### config.mk
export PLATFORM = sky130hd
export DESIGN_NAME = scl_period_gen
export DESIGN_NICKNAME = d
export VERILOG_FILES = /design/src/rtl/scl_period_gen.sv
export SDC_FILE = /design/constraint.sdc
export NUM_CORES = 1
export LEC_CHECK = 0
export BUFFER_PORTS_ARGS = -buffer_cell sky130_fd_sc_hd__buf_2
export CORE_MARGIN = 2
export CORE_UTILIZATION = 65
export DETAILED_ROUTE_END_ITERATION = 10
export PLACE_DENSITY = 0.84
export SYNTH_ARGS = -nofsm -noshare
export SYNTH_HDL_FRONTEND = slang
export SYNTH_SLANG_ARGS = --single-unit
export TNS_END_PERCENT = 20
### constraint.sdc
create_clock -name clk -period 7.04 [get_ports clk]
set_input_delay 1.056 -clock clk [delete_from_list [all_inputs] [get_ports clk]]
set_output_delay 1.056 -clock clk [all_outputs]
set_load 0.02 [all_outputs]
### src/rtl/scl_period_gen.sv
module scl_period_gen #(
  parameter int AW        = 8,
  parameter int CW        = 16,
  parameter int HI_MIN    = 6,
  parameter int LO_MIN    = 8,
  parameter int HI_OVH    = 8,
  parameter int HOLD_OVH  = 3,
  parameter int RST_SS_HI = 20,
  parameter int RST_SS_LO = 25,
  parameter int RST_FS_HI = 8,
  parameter int RST_FS_LO = 10
) (
  input  logic          clk,
  input  logic          rst_n,
  input  logic          reg_wr,
  input  logic [AW-1:0] reg_addr,
  input  logic [CW-1:0] reg_wdata,
  input  logic          run_req,
  input  logic          scl_in,
  output logic          scl_drive_low,
  output logic          fall_stb,
  output logic          rise_stb,
  output logic          busy
);
  localparam int NW = CW + 4;
  localparam logic [AW-1:0] A_CTRL  = AW'(8'h00);
  localparam logic [AW-1:0] A_SS_HI = AW'(8'h14);
  localparam logic [AW-1:0] A_SS_LO = AW'(8'h18);
  localparam logic [AW-1:0] A_FS_HI = AW'(8'h1C);
  localparam logic [AW-1:0] A_FS_LO = AW'(8'h20);
  localparam logic [AW-1:0] A_EN    = AW'(8'h6C);

  typedef enum logic [1:0] {S_IDLE, S_HOLD, S_LOW, S_HIGH} st_t;

  st_t st, st_prev;
  logic [NW-1:0] cnt;
  logic [CW-1:0] ss_hi_q, ss_lo_q, fs_hi_q, fs_lo_q;
  logic [1:0]    speed_q;
  logic          en_q;

  logic          cfg_wr, dis_wr, fast;
  logic [CW-1:0] hi_sel, lo_sel;
  logic [NW-1:0] hi_eff, lo_eff;

  assign cfg_wr = reg_wr && !en_q;
  assign dis_wr = reg_wr && (reg_addr == A_EN) && !reg_wdata[0];
  assign fast   = (speed_q == 2'b10);
  assign hi_sel = fast ? fs_hi_q : ss_hi_q;
  assign lo_sel = fast ? fs_lo_q : ss_lo_q;
  assign hi_eff = (hi_sel < CW'(HI_MIN)) ? NW'(HI_MIN) : NW'(hi_sel);
  assign lo_eff = (lo_sel < CW'(LO_MIN)) ? NW'(LO_MIN) : NW'(lo_sel);

  always_ff @(posedge clk or negedge rst_n) begin
    if (!rst_n) begin
      ss_hi_q <= CW'(RST_SS_HI);
      ss_lo_q <= CW'(RST_SS_LO);
      fs_hi_q <= CW'(RST_FS_HI);
      fs_lo_q <= CW'(RST_FS_LO);
      speed_q <= 2'b01;
      en_q    <= 1'b0;
    end else begin
      if (reg_wr && reg_addr == A_EN) en_q <= reg_wdata[0];
      if (cfg_wr) begin
        case (reg_addr)
          A_CTRL:  speed_q <= reg_wdata[2:1];
          A_SS_HI: ss_hi_q <= reg_wdata;
          A_SS_LO: ss_lo_q <= reg_wdata;
          A_FS_HI: fs_hi_q <= reg_wdata;
          A_FS_LO: fs_lo_q <= reg_wdata;
          default: ;
        endcase
      end
    end
  end

  always_ff @(posedge clk or negedge rst_n) begin
    if (!rst_n) begin
      st      <= S_IDLE;
      st_prev <= S_IDLE;
      cnt     <= '0;
    end else begin
      st_prev <= st;
      if (dis_wr || !en_q) begin
        st  <= S_IDLE;
        cnt <= '0;
      end else begin
        case (st)
          S_IDLE:
            if (run_req) begin
              st  <= S_HOLD;
              cnt <= hi_eff + NW'(HOLD_OVH - 1);
            end
          S_HOLD:
            if (cnt == '0) begin
              st  <= S_LOW;
              cnt <= lo_eff;
            end else cnt <= cnt - 1'b1;
          S_LOW:
            if (cnt == '0) begin
              st  <= S_HIGH;
              cnt <= hi_eff + NW'(HI_OVH - 1);
            end else cnt <= cnt - 1'b1;
          S_HIGH:
            if (scl_in) begin
              if (cnt == '0) begin
                if (run_req) begin
                  st  <= S_LOW;
                  cnt <= lo_eff;
                end else st <= S_IDLE;
              end else cnt <= cnt - 1'b1;
            end
          default: st <= S_IDLE;
        endcase
      end
    end
  end

  assign scl_drive_low = (st == S_LOW);
  assign busy          = (st != S_IDLE);
  assign fall_stb      = (st == S_LOW)  && (st_prev != S_LOW);
  assign rise_stb      = (st == S_HIGH) && (st_prev != S_HIGH);

  logic [NW-1:0] lo_run;
  always_ff @(posedge clk or negedge rst_n) begin
    if (!rst_n) lo_run <= '0;
    else        lo_run <= scl_drive_low ? lo_run + 1'b1 : '0;
  end

  AST_CFG_LOCKED: assert property (@(posedge clk) disable iff (!rst_n)
    (en_q && $past(en_q)) |-> ($stable(ss_hi_q) && $stable(ss_lo_q) &&
      $stable(fs_hi_q) && $stable(fs_lo_q) && $stable(speed_q)));
  AST_DISABLE_RELEASE: assert property (@(posedge clk) disable iff (!rst_n)
    dis_wr |=> (!scl_drive_low && !busy));
  AST_LOW_MIN_LEN: assert property (@(posedge clk) disable iff (!rst_n)
    ($fell(scl_drive_low) && !$past(dis_wr)) |-> (lo_run >= NW'(LO_MIN + 1)));
  AST_HIGH_STALL: assert property (@(posedge clk) disable iff (!rst_n)
    (st == S_HIGH && !scl_in && en_q && !dis_wr) |=> (st == S_HIGH && $stable(cnt)));
  AST_FALL_STROBE: assert property (@(posedge clk) disable iff (!rst_n)
    $rose(scl_drive_low) |-> fall_stb);
  AST_LOW_ENTRY: assert property (@(posedge clk) disable iff (!rst_n)
    $rose(scl_drive_low) |-> ($past(st) == S_HOLD || $past(st) == S_HIGH));
endmodule

* Word-level counts from Yosys, hierarchy flattened
Index checks and enable logic that the tools add are counted.
Word-level totals: register bits 91, bits of input ports 29, output and inout port bits 4, logic and storage cells 70
Cells by class: add/subtract/negate cells 3, $lt $le $gt $ge 2, equality and inequality tests 17, mux-type cells 20, reductions and logical operators 19
Operators by type and width (number):
- $mux 20 | 7
- $pmux 20 s4 | 1
- $mux 16 | 4
- $eq 8x5->1 const B | 3
- $logic_not 20->1 | 1
- $sub 20x1->20 const B | 1
- $add 16x2->17 const B | 1
- $add 16x3->17 const B | 1
- $lt 16x3->1 const B | 1
- $lt 16x4->1 const B | 1
- $mux 2 | 7
- $ne 3x3->1 const B | 4
- $reduce_and 2->1 | 5
- $eq 8x6->1 const B | 1
- $eq 8x7->1 const B | 1
- $logic_not 8->1 | 1
- $pmux 2 s4 | 1
- $eq 2x2->1 const B | 3
- $logic_and 1x1->1 | 5
- $reduce_and 5->1 | 1
- $ne 2x2->1 const B | 2
- $ne 4x4->1 const B | 1
- $ne 3x1->1 const B | 1
- $reduce_and 3->1 | 1
- 5 further kinds | 6

* Logic depth before layout (Yosys ltp)
Gate-level depths: netlist of run 1.
word-level depth 9, depth in mapped cells 16

* Least setup slack after synthesis of run 1
OpenSTA, ideal clock, no wires.
path type register -> register, start register speed_q[0], end register cnt[13], arrival time 3.340 ns, path slack 3.578 ns, cell stages (with the launch flop) 16, path buffers 2, period minus slack after synthesis 3.462 ns, cell sequence dfstp_2 -> nand2b_1 -> buf_2 -> nand3_1 -> a221oi_2 -> nand3b_1 -> inv_1 -> ha_1 -> inv_1 -> a311o_1 -> a221oi_2 -> or2_2 -> clkbuf_1 -> nor3_1 -> mux2_1 -> a32o_1
On the way: longest elaborated chain between the ends 9, elaborated cells on any way between the ends 17, those cells by class add/sub: 2; order compare: 2; eq/ne: 1; mux: 12
RTL lines:
- start, declared | line 38 | logic [1:0] speed_q;
- start signal, assigned | line 65 | A_CTRL: speed_q <= reg_wdata[2:1];
- $eq 2x2->1 * | line 47 | assign fast = (speed_q == 2'b10);
- branches (longest 6 deep; another with $add 16x3->17)
- $pmux 20 s4 * | line 87 | case (st)
- $mux 20 * | line 83 | if (dis_wr || !en_q) begin
- end signal, assigned | line 91 | cnt <= hi_eff + NW'(HOLD_OVH - 1);
- end signal, assigned | line 108 | cnt <= lo_eff;
- end signal, assigned | line 110 | end else cnt <= cnt - 1'b1;
- end, declared | line 36 | logic [NW-1:0] cnt;
Mark *: on every way between the ends. The select of a mux whose other input is x is not followed. A chain may end at the register's enable or synchronous reset.

* Worst setup path in the final report of run 1
start register speed_q[0], end register cnt[4]
Same word-level chain as after synthesis.

==> impl_metrics.sql, run 1 <==
INSERT INTO impl_metrics (metric_group, metric, value, unit) VALUES
('sta', 'timing_worst_slew_pin_value', '1.04', 'ns'),
('global_routing', 'grt_first_pass_wirelength', '26200', 'um'),
('sta', 'holdWs', '0.518', 'ns'),
('sta', 'timing_hold_violations_final', '0', ''),
('outcome', 'result_of_the_run', 'complete, no violations', ''),
('yosys', 'synth_seq_cells', '91', ''),
('placed_design', 'gp_congestion', '0.980', ''),
('sta', 'final_tns_setup', '0', 'ns'),
('drt', 'route.antenna.remaining_nets', '0', ''),
('sta', 'maxSlewViolCount', '0', ''),
('clock_network', 'post-cts-setup-buffers', '0', ''),
('floorplanning', 'standard_cell_core_area', '0.00864', 'mm2'),
('floorplanning', 'dieHeight', '97.8', 'um'),
('clock_network', 'htreeDepth', '3', ''),
('yosys', 'synth.net_count', '627', ''),
('floorplanning', 'die_area', '0.00956', 'mm2'),
('drt', 'drt_drc_violations_left', '0', ''),
('global_routing', 'grt-ovfl-total', '0', ''),
('global_routing', 'grt_max_degree', '61', ''),
('power_and_ir_drop', 'power.leakage', '2.72', 'nW'),
('sta', 'grt_setup_unrepaired', 'false', ''),
('drt', 'drt-wirelength-per-cell', '21.9', 'um'),
('clock_network', 'worst_skew_pair.late_latency', '0.38', 'ns'),
('placed_design', 'dpl_worst_slack', '3.17', 'ns'),
('placed_design', 'port_buffers', '32', ''),
('drt', 'drt-total-wl', '15900', 'um'),
('cells_and_area', 'antenna-diode-count', '0', ''),
('clock_network', 'cts_hold_buffers', '0', ''),
('sta', 'clock.fmax', '248', 'MHz'),
('placed_design', 'post-dp-hpwl', '11600', 'um'),
('clock_network', 'clockBufferDepth', '2', ''),
('yosys', 'synth_enable_flop_cells', '0', ''),
('flow_run', 'timing.max_cap.violations', '0', ''),
('power_and_ir_drop', 'ir_drop', '168', 'uV'),
('power_and_ir_drop', 'total_power', '1.20', 'mW'),
('critical_path', 'rr_worst_depth', '13', ''),
('critical_path', 'cp_slowest_cell', 'a221oi_2', ''),
('critical_path', 'critical_path_depth', '13', ''),
('global_routing', 'number_of_antenna_violations_at_the_first_check_in_global_routing', '0', ''),
('sta', 'setup_skew', '0.0284', 'ns'),
('cells_and_area', 'syn2layout_area_growth', '7.38', '%'),
('critical_path', 'cpPeakStageDelay', '0.62', 'ns'),
('cells_and_area', 'share_of_post_route_cells_with_drive_strength_above_1', '22.8', '%'),
('clock_network', 'post_cts_resize_count', '0', ''),
('worst_hold_path', 'min_path_cells', '1', ''),
('yosys', 'synth_cell_types', '68', ''),
('yosys', 'synth_flop_cell', 'dfrtp_1', ''),
('yosys', 'post_synthesis_cell_count', '592', ''),
('critical_path', 'worst_path_arrival_time', '4.29', 'ns'),
('drt', 'drt-initial-drc-count', '576', ''),
('floorplanning', 'fp.dieW', '97.8', 'um'),
('floorplanning', 'initial_util', '66.2', '%'),
('cells_and_area', 'commonest_non_fill_non_tap_cell_in_the_layout', 'dfrtp_1', ''),
('global_routing', 'global_route.usage.total', '34.7', '%'),
('clock_network', 'tritoncts', 'built', ''),
('clock_network', 'cts_buffers', '9', ''),
('floorplanning', 'rows', '34', ''),
('yosys', 'synth_area', '0.00571', 'mm2'),
('power_and_ir_drop', 'cellPowerDensity', '195', 'mW/mm2'),
('yosys', 'synth.avg_cell_area', '9.65', 'um2'),
('global_routing', 'first_global_vias', '4971', ''),
('clock_network', 'cts_sinks', '91', ''),
('sta', 'post-route-period-util', '57.2', '%'),
('drt', 'drt_first_pass_iters', '6', ''),
('yosys', 'yosysWarningCount', '0', ''),
('drt', 'route.vias.total', '5073', ''),
('critical_path', 'timing.setup.critical_path_class', 'flip-flop to flip-flop', ''),
('clock_network', 'ctsRootBufferMaster', 'clkbuf_8', ''),
('cells_and_area', 'layout.nets', '648', ''),
('sta', 'timing.final.setup_violations', '0', ''),
('yosys', 'yosysSeqAreaShare', '40.0', '%');
==> power breakdown <==
group	leakage, nW	switching (mW)	internal (mW)
logic	1.40	0.151	0.0968
registers	1.23	0.0237	0.544
clock network	0.0950	0.212	0.169
total	2.72	0.387	0.810
==> synth_stat cells, types with 5 or more instances <==
| library cell | n | area, um2 |
|---|---|---|
| dfrtp_1 | 82 | 2050 |
| nand2_1 | 70 | 263 |
| mux2_2 | 69 | 777 |
| nor2_1 | 40 | 150 |
| nor3_1 | 27 | 135 |
| mux2i_1 | 21 | 210 |
| clkbuf_1 | 19 | 71.3 |
| nand3_1 | 18 | 90.1 |
| xnor2_1 | 18 | 158 |
| o21ai_0 | 17 | 85.1 |
| nor4_1 | 14 | 87.6 |
| a21oi_1 | 13 | 65.1 |
| inv_1 | 12 | 45.0 |
| nand4_1 | 12 | 75.1 |
| xor2_1 | 12 | 105 |
| a31oi_1 | 9 | 56.3 |
| dfstp_2 | 9 | 236 |
| o21ai_1 | 9 | 45.0 |
| buf_2 | 8 | 40.0 |
| o211ai_1 | 8 | 60.1 |
| or3_1 | 7 | 43.8 |
| ha_1 | 6 | 75.1 |
| a22o_1 | 5 | 43.8 |
==> per-layer routing <==
layer / wire length, um / global-route usage [%] / up-vias / share of wire, %
met5: 0 / 0 / - / 0
met4: 646 / 16.2 / 0 / 4.1
met3: 1490 / 5.37 / 65 / 9.4
met2: 7350 / 54.4 / 336 / 46
met1: 6380 / 48.0 / 2424 / 40
li1: - / - / 2248 / -
==> cell type report <==
class / instances / area [um2] / share of cell area, %
clock buffer: 10 / 128 / 2.08
clock inverter: 6 / 73.8 / 1.20
inverter: 14 / 52.6 / 0.856
multi-input combinational: 459 / 3250 / 53.0
sequential: 91 / 2290 / 37.3
tap: 108 / 135 / 2.20
timing repair buffer: 38 / 208 / 3.38
==> logic make-up after synthesis <==
family / synth area share [%]
DFF: 40.0
and+or+nand+nor: 20.0
muxes: 18.1
buffers and inverters: 3.07
AOI/OAI and AO/OA: 12.9
adders and majority gates: 1.31
xor gates and xnor gates: 4.60
==> state kept, by name, summed over array words and instances, names as in the netlist <==
| name | cells |
|---|---|
| st | 2 |
| speed_q | 2 |
| en_q | 1 |
| fs_lo_q | 16 |
| fs_hi_q | 16 |
| ss_hi_q | 16 |
| ss_lo_q | 16 |
| cnt | 20 |
| st_prev | 2 |
==> path summary, 6_finish.rpt <==
kind                                        start                       to  slack [ns]
setup reg to reg           speed_q[0]$_DFFE_PN1P_       cnt[4]$_DFFE_PN0P_        3.01
setup / recovery           speed_q[0]$_DFFE_PN1P_       cnt[4]$_DFFE_PN0P_        3.01
max in group asynchronous                   rst_n  fs_hi_q[15]$_DFFE_PN0P_        5.33
hold reg to reg            ss_lo_q[1]$_DFFE_PN0P_   ss_lo_q[1]$_DFFE_PN0P_        0.52
hold / removal             ss_lo_q[1]$_DFFE_PN0P_   ss_lo_q[1]$_DFFE_PN0P_        0.52
min in group asynchronous                   rst_n     st_prev[0]$_DFF_PN0_        0.58
==> metrics by stage <==
stage / cells / cell area [um2] / util [%]
2_1_floorplan: 592 / 5710 / -
3_3_place_gp: 710 / 5930 / 68.7
3_5_place_dp: 710 / 5930 / 68.7
4_1_cts: 726 / 6140 / 71.1
5_1_grt: 726 / 6140 / 71.1
6_report: 726 / 6140 / 71.1
No activity file was read; power rests on OpenSTA's default activity.
==> run 2, diff against run 1 <==
--- a/config.mk
+++ b/config.mk
@@ -7,9 +7,9 @@
 export LEC_CHECK = 0
 export BUFFER_PORTS_ARGS = -buffer_cell sky130_fd_sc_hd__buf_2
 export CORE_MARGIN = 2
-export CORE_UTILIZATION = 65
+export CORE_UTILIZATION = 56
 export DETAILED_ROUTE_END_ITERATION = 10
-export PLACE_DENSITY = 0.84
+export PLACE_DENSITY = 0.77
 export SYNTH_ARGS = -nofsm -noshare
 export SYNTH_HDL_FRONTEND = slang
 export SYNTH_SLANG_ARGS = --single-unit
==> constraint.sdc (replaced) <==
create_clock -name clk -period 3.4 [get_ports clk]
set_input_delay 0.51 -clock clk [delete_from_list [all_inputs] [get_ports clk]]
set_output_delay 0.51 -clock clk [all_outputs]
set_load 0.02 [all_outputs]
==> run 2 against run 1 <==
Compared with the run above:
- clock power increased by 98%
- sequential power up 110%
- maximum frequency grew 23%
- final cell count is 7.9% higher
==> impl_metrics.sql, run 2 (same netlist as run 1, synthesis figures left out) <==
INSERT INTO impl_metrics (metric_group, metric, value, unit) VALUES
('clock_network', 'clk_pin_slew', '0.10', 'ns'),
('drt', 'drt_first_pass_iters', '7', ''),
('global_routing', 'number_of_antenna_violations_at_the_first_check_in_global_routing', '0', ''),
('sta', 'holdWs', '0.269', 'ns'),
('sta', 'timing_hold_violations_final', '0', ''),
('sta', 'setup_skew', '0.0186', 'ns'),
('clock_network', 'htreeDepth', '3', ''),
('drt', 'avgViaCountPerCell', '6.54', ''),
('critical_path', 'crit_chain', 'nor4_4, nand3_2, a221oi_4, nand3b_1, inv_1, ha_1, inv_1, a311o_1, a221oi_2, or2_2, nor3_1, mux2_1, a32o_1', ''),
('global_routing', 'grt_max_degree', '74', ''),
('critical_path', 'cp_slowest_cell', 'dfrtp_1', ''),
('cells_and_area', 'layout_common_cells', '82 x dfrtp_1, 70 x nand2_1, 69 x mux2_2, 40 x nor2_1, 39 x buf_4', ''),
('critical_path', 'worst-path-max-fanout', '4', ''),
('sta', 'final_tns_setup', '0', 'ns'),
('flow_run', 'timing.max_cap.violations', '0', ''),
('critical_path', 'cpPeakStageDelay', '0.46', 'ns'),
('cells_and_area', 'commonest_non_fill_non_tap_cell_in_the_layout', 'dfrtp_1', ''),
('floorplanning', 'dieHeight', '105', 'um'),
('floorplanning', 'die_area', '0.0110', 'mm2'),
('critical_path', 'crit-reg2reg-capture', 'cnt[13]$_DFFE_PN0P_', ''),
('clock_network', 'ctsRootBufferMaster', 'clkbuf_8', ''),
('sta', 'clock.fmax', '307', 'MHz'),
('placed_design', 'gp_congestion', '0.943', ''),
('drt', 'drt-initial-drc-count', '325', ''),
('critical_path', 'setup.reg_to_reg.worst_slack', '0.14', 'ns'),
('cells_and_area', 'area_taken_by_flip_flops_and_latches', '0.00229', 'mm2'),
('critical_path', 'worst_setup_path_start_kind', 'flip-flop', ''),
('drt', 'route.antenna.remaining_nets', '0', ''),
('critical_path', 'crit_required', '3.69', 'ns'),
('sta', 'timing.final.setup_violations', '0', ''),
('cells_and_area', 'finish.instance_area', '0.00646', 'mm2'),
('worst_hold_path', 'hold_path_class', 'primary input to asynchronous set/reset pin', ''),
('cells_and_area', 'antenna-diode-count', '0', ''),
('critical_path', 'critical-path-top-cell-by-count', 'inv_1', ''),
('floorplanning', 'ports', '33', ''),
('placed_design', 'place_area', '0.00621', 'mm2'),
('global_routing', 'global_route.usage.total', '31.0', '%'),
('power_and_ir_drop', 'total_power', '2.53', 'mW'),
('critical_path', 'crit-reg2reg-launch', 'ss_hi_q[14]$_DFFE_PN0P_', ''),
('cells_and_area', 'layout.nets', '680', ''),
('sta', 'period_minus_slack', '3.26', 'ns'),
('sta', 'setup_ws', '0.139', 'ns'),
('placed_design', 'post-dp-hpwl', '12200', 'um'),
('clock_network', 'tritoncts', 'built', ''),
('sta', 'timing_worst_slew_pin_value', '0.940', 'ns'),
('sta', 'maxSlewViolCount', '0', ''),
('placed_design', 'port_buffers', '32', ''),
('critical_path', 'worst_path_arrival_time', '3.55', 'ns'),
('cells_and_area', 'flip_flop_count_of_the_largest_register_all_copies_and_words_added', '20', ''),
('power_and_ir_drop', 'power.leakage', '2.91', 'nW'),
('critical_path', 'worst_setup_path_end_kind', 'flip-flop', ''),
('cells_and_area', 'max_flop_register', 'cnt', ''),
('sta', 'maxSlewHeadroom', '37.3', '%'),
('global_routing', 'first_global_vias', '5151', ''),
('drt', 'route.vias.total', '5118', ''),
('floorplanning', 'standard_cell_core_area', '0.00982', 'mm2'),
('critical_path', 'rr_worst_depth', '13', ''),
('drt', 'drt-total-wl', '16600', 'um'),
('clock_network', 'cts_hold_buffers', '0', ''),
('cells_and_area', 'multiInputGateArea', '0.00331', 'mm2'),
('floorplanning', 'rows', '36', ''),
('clock_network', 'clockBufferDepth', '2', ''),
('clock_network', 'worst_skew_pair.late_latency', '0.39', 'ns'),
('placed_design', 'dpl_worst_slack', '0.106', 'ns'),
('global_routing', 'grt_first_pass_wirelength', '26500', 'um'),
('cells_and_area', 'share_of_post_route_cells_with_drive_strength_above_1', '27.7', '%'),
('drt', 'drt_drc_violations_left', '0', ''),
('sta', 'post-route-period-util', '95.9', '%'),
('cells_and_area', 'num-fill-cells', '830', ''),
('drt', 'drt-wirelength-per-cell', '21.2', 'um'),
('power_and_ir_drop', 'cellPowerDensity', '392', 'mW/mm2'),
('clock_network', 'cts_buffers', '9', ''),
('power_and_ir_drop', 'ir_drop', '397', 'uV'),
('critical_path', 'timing.setup.critical_path_class', 'flip-flop to flip-flop', ''),
('outcome', 'result_of_the_run', 'complete, no violations', ''),
('floorplanning', 'fp.dieW', '105', 'um'),
('floorplanning', 'initial_util', '58.2', '%'),
('cells_and_area', 'syn2layout_area_growth', '13.1', '%'),
('clock_network', 'cts_sinks', '91', ''),
('global_routing', 'grt-ovfl-total', '0', '');
-- run 2: changes by cell type in the layout (fill, tap and decap cells not counted), sizes merged --
| cell | delta |
|---|---|
| clkbuf | +1 |
| buf | +32 |
| clkinv | +3 |
| inv | -2 |
| clkinvlp | -2 |
-- run 2: what timing repair did --
item / in CTS / in global routing
gates resized for setup: 0 / 9
endpoints found under the setup margin: 0 / 6
setup buffers: 0 / 1
-- run 2: worst max-delay path by stage --
stage,to,depth (start not counted),start
2_1_floorplan,cnt[13]$_DFFE_PN0P_,15,speed_q[0]$_DFFE_PN1P_
6_report,cnt[13]$_DFFE_PN0P_,13,ss_hi_q[14]$_DFFE_PN0P_
3_3_place_gp,cnt[13]$_DFFE_PN0P_,13,speed_q[0]$_DFFE_PN1P_
5_1_grt,cnt[13]$_DFFE_PN0P_,13,fs_hi_q[10]$_DFFE_PN0P_
3_5_place_dp,cnt[13]$_DFFE_PN0P_,13,speed_q[0]$_DFFE_PN1P_
4_1_cts,cnt[13]$_DFFE_PN0P_,13,speed_q[0]$_DFFE_PN1P_
-- run 2: worst max-delay path, delay by kind of cell, from the launching register on --
family / cells / cell delay (ns)
DFF: 1 / 0.46
adders and majority gates: 1 / 0.20
AOI/OAI and AO/OA: 4 / 0.79
buffers and inverters: 2 / 0.15
and+or+nand+nor: 5 / 1.21
muxes: 1 / 0.34
-- run 2: layout make-up --
cell class | instances | share of cell area [%]
Multi-Input combinational cell | 459 | 51.2
Sequential cell | 91 | 35.4
Timing Repair Buffer | 70 | 6.93
Tap cell | 133 | 2.57
Clock buffer | 11 | 2.03
Clock inverter | 5 | 1.01
Inverter | 14 | 0.813
-- run 2: power breakdown --
group	total [mW]	internal (mW)	switching [mW]
registers	1.17	1.13	0.0465
clock network	0.755	0.346	0.409
logic	0.607	0.267	0.340
total	2.53	1.74	0.796
-- run 2: per-layer routing --
metal / share of wire [%] / global-route usage, %
met5: 0 / 0
met4: 3.3 / 14.8
met3: 8.7 / 7.80
met2: 47 / 50.0
met1: 41 / 38.8
-- run 2: stage by stage --
stage	utilization, %	std cells
6_report	65.8	783
5_1_grt	65.8	783
4_1_cts	65.2	782
3_5_place_dp	63.2	766
3_3_place_gp	63.2	766
2_1_floorplan	-	592
